[src/rtl/trap_ctl_pkg.sv]
package trap_ctl_pkg;

  localparam int DW = 64;
  localparam int IXW = 6;

  localparam logic [IXW-1:0] IX_PSTATE = 6'h00;
  localparam logic [IXW-1:0] IX_TLVL   = 6'h01;
  localparam logic [IXW-1:0] IX_TBASE  = 6'h02;
  localparam logic [IXW-1:0] IX_WINPTR = 6'h03;
  localparam logic [IXW-1:0] IX_FPST   = 6'h04;
  localparam logic [IXW-1:0] IX_HSTATE = 6'h05;
  localparam logic [IXW-1:0] IX_STRAND = 6'h06;
  localparam logic [IXW-1:0] IX_VERS   = 6'h07;
  localparam logic [IXW-1:0] IX_CTXW   = 6'h08;
  localparam logic [IXW-1:0] IX_PCTX   = 6'h09;
  localparam logic [IXW-1:0] IX_SCTX   = 6'h0A;
  localparam logic [IXW-1:0] IX_PART   = 6'h0B;
  localparam logic [IXW-1:0] IX_LSCTL  = 6'h0C;
  localparam logic [IXW-1:0] IX_GLVL   = 6'h0D;
  localparam logic [IXW-1:0] IX_PLAIN_END = 6'h0E;
  localparam logic [IXW-1:0] IX_BANK0  = 6'h10;
  localparam logic [IXW-1:0] IX_SCR0   = 6'h18;

  localparam int N_KINDS = 5;
  localparam int N_SCR   = 8;

  localparam logic [DW-1:0] PSTATE_KEEP = 64'h13DE;
  localparam logic [DW-1:0] HSTATE_RST  = 64'h800;
  localparam logic [DW-1:0] STRAND_RST  = 64'h50000;

  typedef struct packed {
    logic       bad;
    logic       bank;
    logic       scr;
    logic [2:0] sub;
  } dec_t;

  function automatic logic [DW-1:0] filt_pstate(input logic [DW-1:0] v);
    return v & PSTATE_KEEP;
  endfunction

  function automatic logic [DW-1:0] filt_tbase(input logic [DW-1:0] v);
    return {v[DW-1:15], 15'd0};
  endfunction

  function automatic logic [DW-1:0] clamp_win(input logic [DW-1:0] v, input int nwin);
    return (v > DW'(nwin)) ? DW'(nwin - 1) : v;
  endfunction

  function automatic logic [DW-1:0] fpst_view(input logic [DW-1:0] v);
    return v | 64'h3;
  endfunction

  function automatic logic [DW-1:0] vers_word(input int nwin, input int maxtl, input int maxgl);
    logic [DW-1:0] w;
    w = '0;
    w[7:0]   = 8'(nwin);
    w[15:8]  = 8'(maxtl);
    w[23:16] = 8'(maxgl);
    return w;
  endfunction

  function automatic logic [DW-1:0] pack_ctx(
    input logic [DW-1:0] hs, input logic [DW-1:0] ps, input logic [DW-1:0] ls,
    input logic [DW-1:0] part, input logic [2:0] tl,
    input logic [DW-1:0] pc, input logic [DW-1:0] sc);
    logic [DW-1:0] w;
    w = '0;
    w[0]     = hs[2];
    w[1]     = hs[5];
    w[3:2]   = ps[3:2];
    w[5:4]   = ls[3:2];
    w[15:8]  = part[7:0];
    w[18:16] = tl;
    w[47:32] = pc[15:0];
    w[63:48] = sc[15:0];
    return w;
  endfunction

endpackage

[src/rtl/trap_ctl_decode.sv]
module trap_ctl_decode
  import trap_ctl_pkg::*;
#(
  parameter bit WRITE_SIDE = 1'b0,
  parameter int MAX_TL = 6,
  parameter int TL_W = 3
) (
  input  logic            en,
  input  logic [IXW-1:0]  idx,
  input  logic [TL_W-1:0] tl,
  output dec_t            dec
);

  logic tl_ok;
  logic in_plain, in_bank, in_scr, ro_hit;

  assign tl_ok    = (tl != '0) && (int'(tl) <= MAX_TL);
  assign in_plain = idx < IX_PLAIN_END;
  assign in_bank  = (idx >= IX_BANK0) && (idx < IX_BANK0 + IXW'(N_KINDS));
  assign in_scr   = (idx >= IX_SCR0) && (idx < IX_SCR0 + IXW'(N_SCR));
  assign ro_hit   = WRITE_SIDE && ((idx == IX_VERS) || (idx == IX_CTXW));

  always_comb begin
    dec.bank = in_bank;
    dec.scr  = in_scr;
    dec.sub  = idx[2:0];
    dec.bad  = en && !((in_plain && !ro_hit) || (in_bank && tl_ok) || in_scr);
  end

endmodule

[src/rtl/trap_ctl_array.sv]
module trap_ctl_array #(
  parameter int DEPTH = 8,
  parameter int W = 64,
  localparam int IW = (DEPTH > 1) ? $clog2(DEPTH) : 1
) (
  input  logic          clk,
  input  logic          rst_n,
  input  logic          we,
  input  logic [IW-1:0] widx,
  input  logic [W-1:0]  wdata,
  input  logic [IW-1:0] ridx,
  output logic [W-1:0]  rdata
);

  logic [W-1:0] mem [DEPTH];

  always_ff @(posedge clk or negedge rst_n) begin
    if (!rst_n) begin
      for (int i = 0; i < DEPTH; i++) mem[i] <= '0;
    end else if (we && (int'(widx) < DEPTH)) begin
      mem[widx] <= wdata;
    end
  end

  assign rdata = (int'(ridx) < DEPTH) ? mem[ridx] : '0;

endmodule

[src/rtl/trap_ctl_regfile.sv]
module trap_ctl_regfile
  import trap_ctl_pkg::*;
#(
  parameter int NWIN = 8,
  parameter int MAX_TL = 6,
  parameter int MAX_GL = 3,
  localparam int TL_W = $clog2(MAX_TL + 1),
  localparam int BIW = (MAX_TL > 1) ? $clog2(MAX_TL) : 1
) (
  input  logic           clk,
  input  logic           rst_n,
  input  logic           rd_en,
  input  logic [5:0]     rd_idx,
  output logic [63:0]    rd_data,
  input  logic           wr_en,
  input  logic [5:0]     wr_idx,
  input  logic [63:0]    wr_data,
  output logic           err_o
);

  logic [DW-1:0] pstate_q, tbase_q, winptr_q, fpst_q, hstate_q, strand_q;
  logic [DW-1:0] pctx_q, sctx_q, part_q, lsctl_q, glvl_q;
  logic [TL_W-1:0] tl_q;

  dec_t rdec, wdec;

  // named internal events
  logic wr_ok, wr_bad, rd_bad, bank_wr, scr_wr;
  logic [BIW-1:0] bank_sel;
  logic [DW-1:0] bank_rd [N_KINDS];
  logic [DW-1:0] scr_rd;

  trap_ctl_decode #(.WRITE_SIDE(1'b0), .MAX_TL(MAX_TL), .TL_W(TL_W)) u_rdec (
    .en(rd_en), .idx(rd_idx), .tl(tl_q), .dec(rdec));
  trap_ctl_decode #(.WRITE_SIDE(1'b1), .MAX_TL(MAX_TL), .TL_W(TL_W)) u_wdec (
    .en(wr_en), .idx(wr_idx), .tl(tl_q), .dec(wdec));

  assign rd_bad   = rdec.bad;
  assign wr_bad   = wdec.bad;
  assign wr_ok    = wr_en && !wdec.bad;
  assign bank_wr  = wr_ok && wdec.bank;
  assign scr_wr   = wr_ok && wdec.scr;
  assign bank_sel = BIW'(tl_q - 1'b1);

  // one copy set per trap-context kind
  for (genvar k = 0; k < N_KINDS; k++) begin : g_kind
    logic kind_we;
    assign kind_we = bank_wr && (wdec.sub == 3'(k));
    trap_ctl_array #(.DEPTH(MAX_TL), .W(DW)) u_copies (
      .clk(clk), .rst_n(rst_n), .we(kind_we), .widx(bank_sel),
      .wdata(wr_data), .ridx(bank_sel), .rdata(bank_rd[k]));
  end

  trap_ctl_array #(.DEPTH(N_SCR), .W(DW)) u_scratch (
    .clk(clk), .rst_n(rst_n), .we(scr_wr), .widx(wdec.sub),
    .wdata(wr_data), .ridx(rdec.sub), .rdata(scr_rd));

  always_ff @(posedge clk or negedge rst_n) begin
    if (!rst_n) begin
      pstate_q <= '0;
      tl_q     <= '0;
      tbase_q  <= '0;
      winptr_q <= '0;
      fpst_q   <= '0;
      hstate_q <= HSTATE_RST;
      strand_q <= STRAND_RST;
      pctx_q   <= '0;
      sctx_q   <= '0;
      part_q   <= '0;
      lsctl_q  <= '0;
      glvl_q   <= '0;
    end else if (wr_ok && !wdec.bank && !wdec.scr) begin
      case (wr_idx)
        IX_PSTATE: pstate_q <= filt_pstate(wr_data);
        IX_TLVL:   tl_q     <= wr_data[TL_W-1:0];
        IX_TBASE:  tbase_q  <= filt_tbase(wr_data);
        IX_WINPTR: winptr_q <= clamp_win(wr_data, NWIN);
        IX_FPST:   fpst_q   <= wr_data;
        IX_HSTATE: hstate_q <= wr_data;
        IX_STRAND: strand_q <= wr_data;
        IX_PCTX:   pctx_q   <= wr_data;
        IX_SCTX:   sctx_q   <= wr_data;
        IX_PART:   part_q   <= wr_data;
        IX_LSCTL:  lsctl_q  <= wr_data;
        IX_GLVL:   glvl_q   <= wr_data;
        default: ;
      endcase
    end
  end

  always_ff @(posedge clk or negedge rst_n) begin
    if (!rst_n) err_o <= 1'b0;
    else        err_o <= rd_bad || wr_bad;
  end

  logic [DW-1:0] rd_val;
  always_comb begin
    rd_val = '0;
    if (rdec.bank) begin
      rd_val = bank_rd[rdec.sub];
    end else if (rdec.scr) begin
      rd_val = scr_rd;
    end else begin
      case (rd_idx)
        IX_PSTATE: rd_val = pstate_q;
        IX_TLVL:   rd_val = DW'(tl_q);
        IX_TBASE:  rd_val = tbase_q;
        IX_WINPTR: rd_val = winptr_q;
        IX_FPST:   rd_val = fpst_view(fpst_q);
        IX_HSTATE: rd_val = hstate_q;
        IX_STRAND: rd_val = strand_q;
        IX_VERS:   rd_val = vers_word(NWIN, MAX_TL, MAX_GL);
        IX_CTXW:   rd_val = pack_ctx(hstate_q, pstate_q, lsctl_q, part_q,
                                     3'(tl_q), pctx_q, sctx_q);
        IX_PCTX:   rd_val = pctx_q;
        IX_SCTX:   rd_val = sctx_q;
        IX_PART:   rd_val = part_q;
        IX_LSCTL:  rd_val = lsctl_q;
        IX_GLVL:   rd_val = glvl_q;
        default:   rd_val = '0;
      endcase
    end
  end

  assign rd_data = (rd_en && !rd_bad) ? rd_val : '0;

  // checks next to the logic they guard
  AST_ERR_PULSE: assert property (@(posedge clk) disable iff (!rst_n)
    (rd_bad || wr_bad) |=> err_o);
  AST_ERR_QUIET: assert property (@(posedge clk) disable iff (!rst_n)
    !(rd_bad || wr_bad) |=> !err_o);
  AST_REFUSED_FROZEN: assert property (@(posedge clk) disable iff (!rst_n)
    wr_bad |=> ($stable(pstate_q) && $stable(tl_q) && $stable(tbase_q) && $stable(winptr_q)));
  AST_BANK_LEVEL: assert property (@(posedge clk) disable iff (!rst_n)
    bank_wr |-> (tl_q != '0 && int'(tl_q) <= MAX_TL));
  AST_WIN_BOUND: assert property (@(posedge clk) disable iff (!rst_n)
    winptr_q <= DW'(NWIN));
  AST_PSTATE_CLEAN: assert property (@(posedge clk) disable iff (!rst_n)
    (wr_ok && wr_idx == IX_PSTATE) |=> ((pstate_q & ~PSTATE_KEEP) == '0));
  AST_TBASE_HIGH: assert property (@(posedge clk) disable iff (!rst_n)
    (wr_ok && wr_idx == IX_TBASE) |=> (tbase_q[63:15] == $past(wr_data[63:15])));

endmodule

[config.mk]
export PLATFORM = sky130hd
export DESIGN_NAME = trap_ctl_regfile
export DESIGN_NICKNAME = d
export VERILOG_FILES = /design/src/rtl/trap_ctl_pkg.sv /design/src/rtl/trap_ctl_decode.sv /design/src/rtl/trap_ctl_array.sv /design/src/rtl/trap_ctl_regfile.sv
export SDC_FILE = /design/constraint.sdc
export NUM_CORES = 2
export LEC_CHECK = 0
export BUFFER_PORTS_ARGS = -buffer_cell sky130_fd_sc_hd__clkbuf_2
export CAP_MARGIN = 0
export CORE_MARGIN = 1
export CORE_UTILIZATION = 48
export DETAILED_ROUTE_END_ITERATION = 10
export GPL_ROUTABILITY_DRIVEN = 0
export PLACE_DENSITY_LB_ADDON = 0.3
export SLEW_MARGIN = 20
export SYNTH_ARGS = -nofsm -noshare
export SYNTH_HDL_FRONTEND = slang
export SYNTH_HIERARCHICAL = 1
export SYNTH_SLANG_ARGS = --single-unit
[constraint.sdc]
create_clock -name clk -period 8.95 [get_ports clk]
set_input_delay 1.3425 -clock clk [delete_from_list [all_inputs] [get_ports clk]]
set_output_delay 1.3425 -clock clk [all_outputs]
set_load 0.01 [all_outputs]
==> summary.md <==
| Metric | Value |
|---|---|
| Slew Viols, Final | `0` |
| Gr usage total | `0.287` |
| Multi-input logic area | `0.0607 mm²` |
| Synth Area in XOR/XNOR | `0.0000618` |
| Initial core utilization | `0.483` |
| Htree depth | `5` |
| Worst Tran Pin Value | `1.23 ns` |
| Clock sinks | `3068` |
| Hold path start | `g_kind[0].u_copies/mem[266]` |
| CP Max Fanout | `61` |
| Synth Area in Adders | `0.0000882` |
| Total power | `31.6 mW` |
| Top cells by area, synth | `dfrtp_1, mux2_2, mux2i_1, mux4_2, o221ai_1` |
| Setup TNS | `0 ns` |
| Final WL | `429000 µm` |
| Post-synthesis simple-gate area fraction | `0.0339` |
| Mean routed wirelength per cell | `30.6 µm` |
| Core Area | `0.294 mm²` |
| Post-synthesis mux area share | `0.346` |
| Failing checks | `design-rule violations` |
| Min-delay worst type | `reg2reg` |
| Initial DRC Count | `8362` |
| Crit path launch type | `flip-flop` |
| Yosys warnings | `6` |
| Top-level I/O count | `145` |
| Max clock buf depth | `4` |
| Arrival time at the worst endpoint | `6.07 ns` |
| Slowest CP cell | `nand2b_4` |
| Final-report setup violation count | `0` |
| Max VDD drop | `0.192 mV` |
| First-pass GRT wire length | `640000 µm` |
| Die width | `546 µm` |
| CP Cell Sequence | `inv_8 > ha_1 > xor2_4 > nand2b_4 > buf_4 > o221ai_1 > mux4_2 > nand2b_1 > nand3_1 > nand2_1 > a41oi_1 > clkbuf_2` |
| Synth Instances | `9882` |
| Dpl cells | `13400` |
| Post-cts resize count | `0` |
| Worst-path clk slew | `0.06 ns` |
| Core Util, Final | `0.533` |
| Initial antenna violation count | `9` |
| CTS tree | `yes` |
| Synth Area in Compound Gates | `0.0456` |
| R2R depth | `12` |
| Final setup margin | `1.54 ns` |
| DR vias/cell | `6.37` |
| Die Footprint | `0.298 mm²` |
| Fin area | `0.157 mm²` |
| Ys flop type | `dfrtp_1` |
| Clock insertion delay at the later pin of the skew report | `0.89 ns` |
| Dpl hpwl | `240000 µm` |
| Power Density | `202 mW/mm²` |
| Dominant cell type by area after synthesis | `dfrtp_1` |
| Drc violations | `16` |
| Maxcap violations | `0` |
| Fillers | `24000` |
| Die Ht | `546 µm` |
| Sequential area share after synthesis | `0.541` |
| Yosys cell types | `71` |
| Worst hold slack | `0.482 ns` |
| GRT overflow | `0` |
| CTS buffer count | `319` |
| Worst rel slew slack | `0.181` |
| Fmax | `135 MHz` |
| Hold Vio Cnt, Final | `0` |
| Kind of end point of the critical path | `output pin` |
| Crit path time final | `7.41 ns` |
| Root buf cell | `clkbuf_16` |
| Worst EP required | `7.61 ns` |
| RSZ-0062 raised after global routing | `no` |
| DP Worst Slack | `2.44 ns` |
| R2r startpoint | `tl_q[2]` |
| WHS Endpoint | `g_kind[0].u_copies/mem[266]` |
| Setup Buffers After CTS | `0` |
| 1st-pass router iterations | `11` |
| Kind of critical path | `reg2out` |
| Largest family of logic cells by synthesized area | `multiplexers` |
| Syn Nets | `9963` |
| Final-stage net count | `9938` |
| Worst Skew | `0.0383 ns` |
| Top cell type's share of synthesized area | `0.541` |
| Asr flop ratio synth | `1.00` |
| Syn Area/Cell | `14.3 µm²` |
| #FFs+latches synth | `3068` |
| Area growth from synthesis to layout | `10.4%` |
| Antenna Nets Post-Route | `0` |
| Finished Layout Cells | `14000` |
| Number of synthesized flops with an enable pin | `0` |
| Pleak | `73.2 nW` |
| Worst Hold Depth | `1` |
| Crit Reg-Reg Endpoint | `g_kind[3].u_copies/mem[305]` |
| Post-synth top cells | `mux2_2, dfrtp_1, mux2i_1` |
| Post-place instance area | `0.146 mm²` |
| Reg2Reg Setup Slack | `3.77 ns` |
| Run status | `finished, violations left` |
| Register Area | `0.0768 mm²` |
| Via count | `89200` |
| Most common cell in the netlist | `mux2_2` |
| Fin crit share | `0.828` |
| Largest net degree at the start of global routing | `191` |
| Mapped cell area | `0.142 mm²` |
| Fraction of layout cells with a size suffix above 1 | `0.446` |
| Worst path max stage delay | `1.04 ns` |
| Buffers on Ports | `144` |
| # rows | `199` |
| Cts-stage hold buffer count | `0` |
| Vias in the first global route | `94300` |
layout make-up:
cell class | count | share of cell area
flip-flops and latches | 3068 | 0.490
multi-input cells | 6037 | 0.388
clock buffers | 484 | 0.0621
well taps | 3919 | 0.0313
repair buffers | 418 | 0.0215
clock inverters | 77 | 0.00654
inverters | 13 | 0.000360
diodes | 5 | 0.0000799
flip-flops by register name, summed over array words and instances, names as in the netlist:
name	count
err_o	1
fpst_q	62
g_kind.u_copies/mem	1920
glvl_q	64
hstate_q	64
lsctl_q	64
part_q	64
pctx_q	64
pstate_q	9
sctx_q	64
strand_q	64
tbase_q	49
tl_q	3
u_scratch/mem	512
winptr_q	64
worst max path at each step:
stage | cells past startpoint | to | start | slack [ns]
finish | 12 | rd_data[53] | tl_q[0] | 1.54
global route | 12 | rd_data[17] | tl_q[0] | 1.40
CTS | 14 | rd_data[60] | tl_q[0] | 1.54
detailed placement | 8 | rd_data[17] | rd_idx[2] | 2.44
global placement | 8 | rd_data[63] | rd_idx[2] | 2.41
floorplan | 11 | rd_data[17] | tl_q[0] | 2.29
per-layer routing:
layer | track usage | share of wire | up-vias
met2 | 0.455 | 0.46 | 3369
met1 | 0.394 | 0.42 | 48500
met5 | 0 | 0 | -
li1 | - | - | 36500
met4 | 0.123 | 0.048 | 0
met3 | 0.0442 | 0.067 | 866
critical path, delay by kind of cell (launching register included):
| family | cells | cell delay, ns |
|---|---|---|
| AO/OA/AOI/OAI | 2 | 0.28 |
| XOR/XNOR | 1 | 0.46 |
| adder cells (fa/ha/maj) | 1 | 0.37 |
| buffers and inverters | 3 | 1.24 |
| flip-flops | 1 | 0.48 |
| multiplexers | 1 | 0.59 |
| AND/OR/NAND/NOR | 4 | 1.58 |
power breakdown:
| part | switching [mW] | internal, mW | total, mW | leakage (nW) |
|---|---|---|---|---|
| combinational | 1.93 | 1.13 | 3.06 | 25.7 |
| sequential | 0.350 | 14.5 | 14.9 | 42.3 |
| clock | 5.54 | 8.16 | 13.7 | 5.31 |
| total | 7.82 | 23.8 | 31.6 | 73.2 |
cell usage in the layout, fill, tap and decap left out, types with 71 or more instances in the layout:
master        n
a21oi_1     169
a22oi_1     129
buf_4       232
clkbuf_16   330
clkbuf_2    136
clkbuf_8     88
dfrtp_1    3065
mux2_1       82
mux2_2     3304
mux2i_1     659
mux4_2      192
nand2_1     524
nand2b_1     71
nand3_1     100
o221ai_1    320
logic make-up (layout without fill, tap and decap cells):
group,count (synthesis),after routing
muxes,4237,4237
DFF,3068,3068
and+or+nand+nor,955,955
AOI/OAI and AO/OA,843,843
buffers and inverters,777,992
adders and majority gates,1,1
xor gates and xnor gates,1,1
other,0,5
Power figures use the tool's default switching activity.
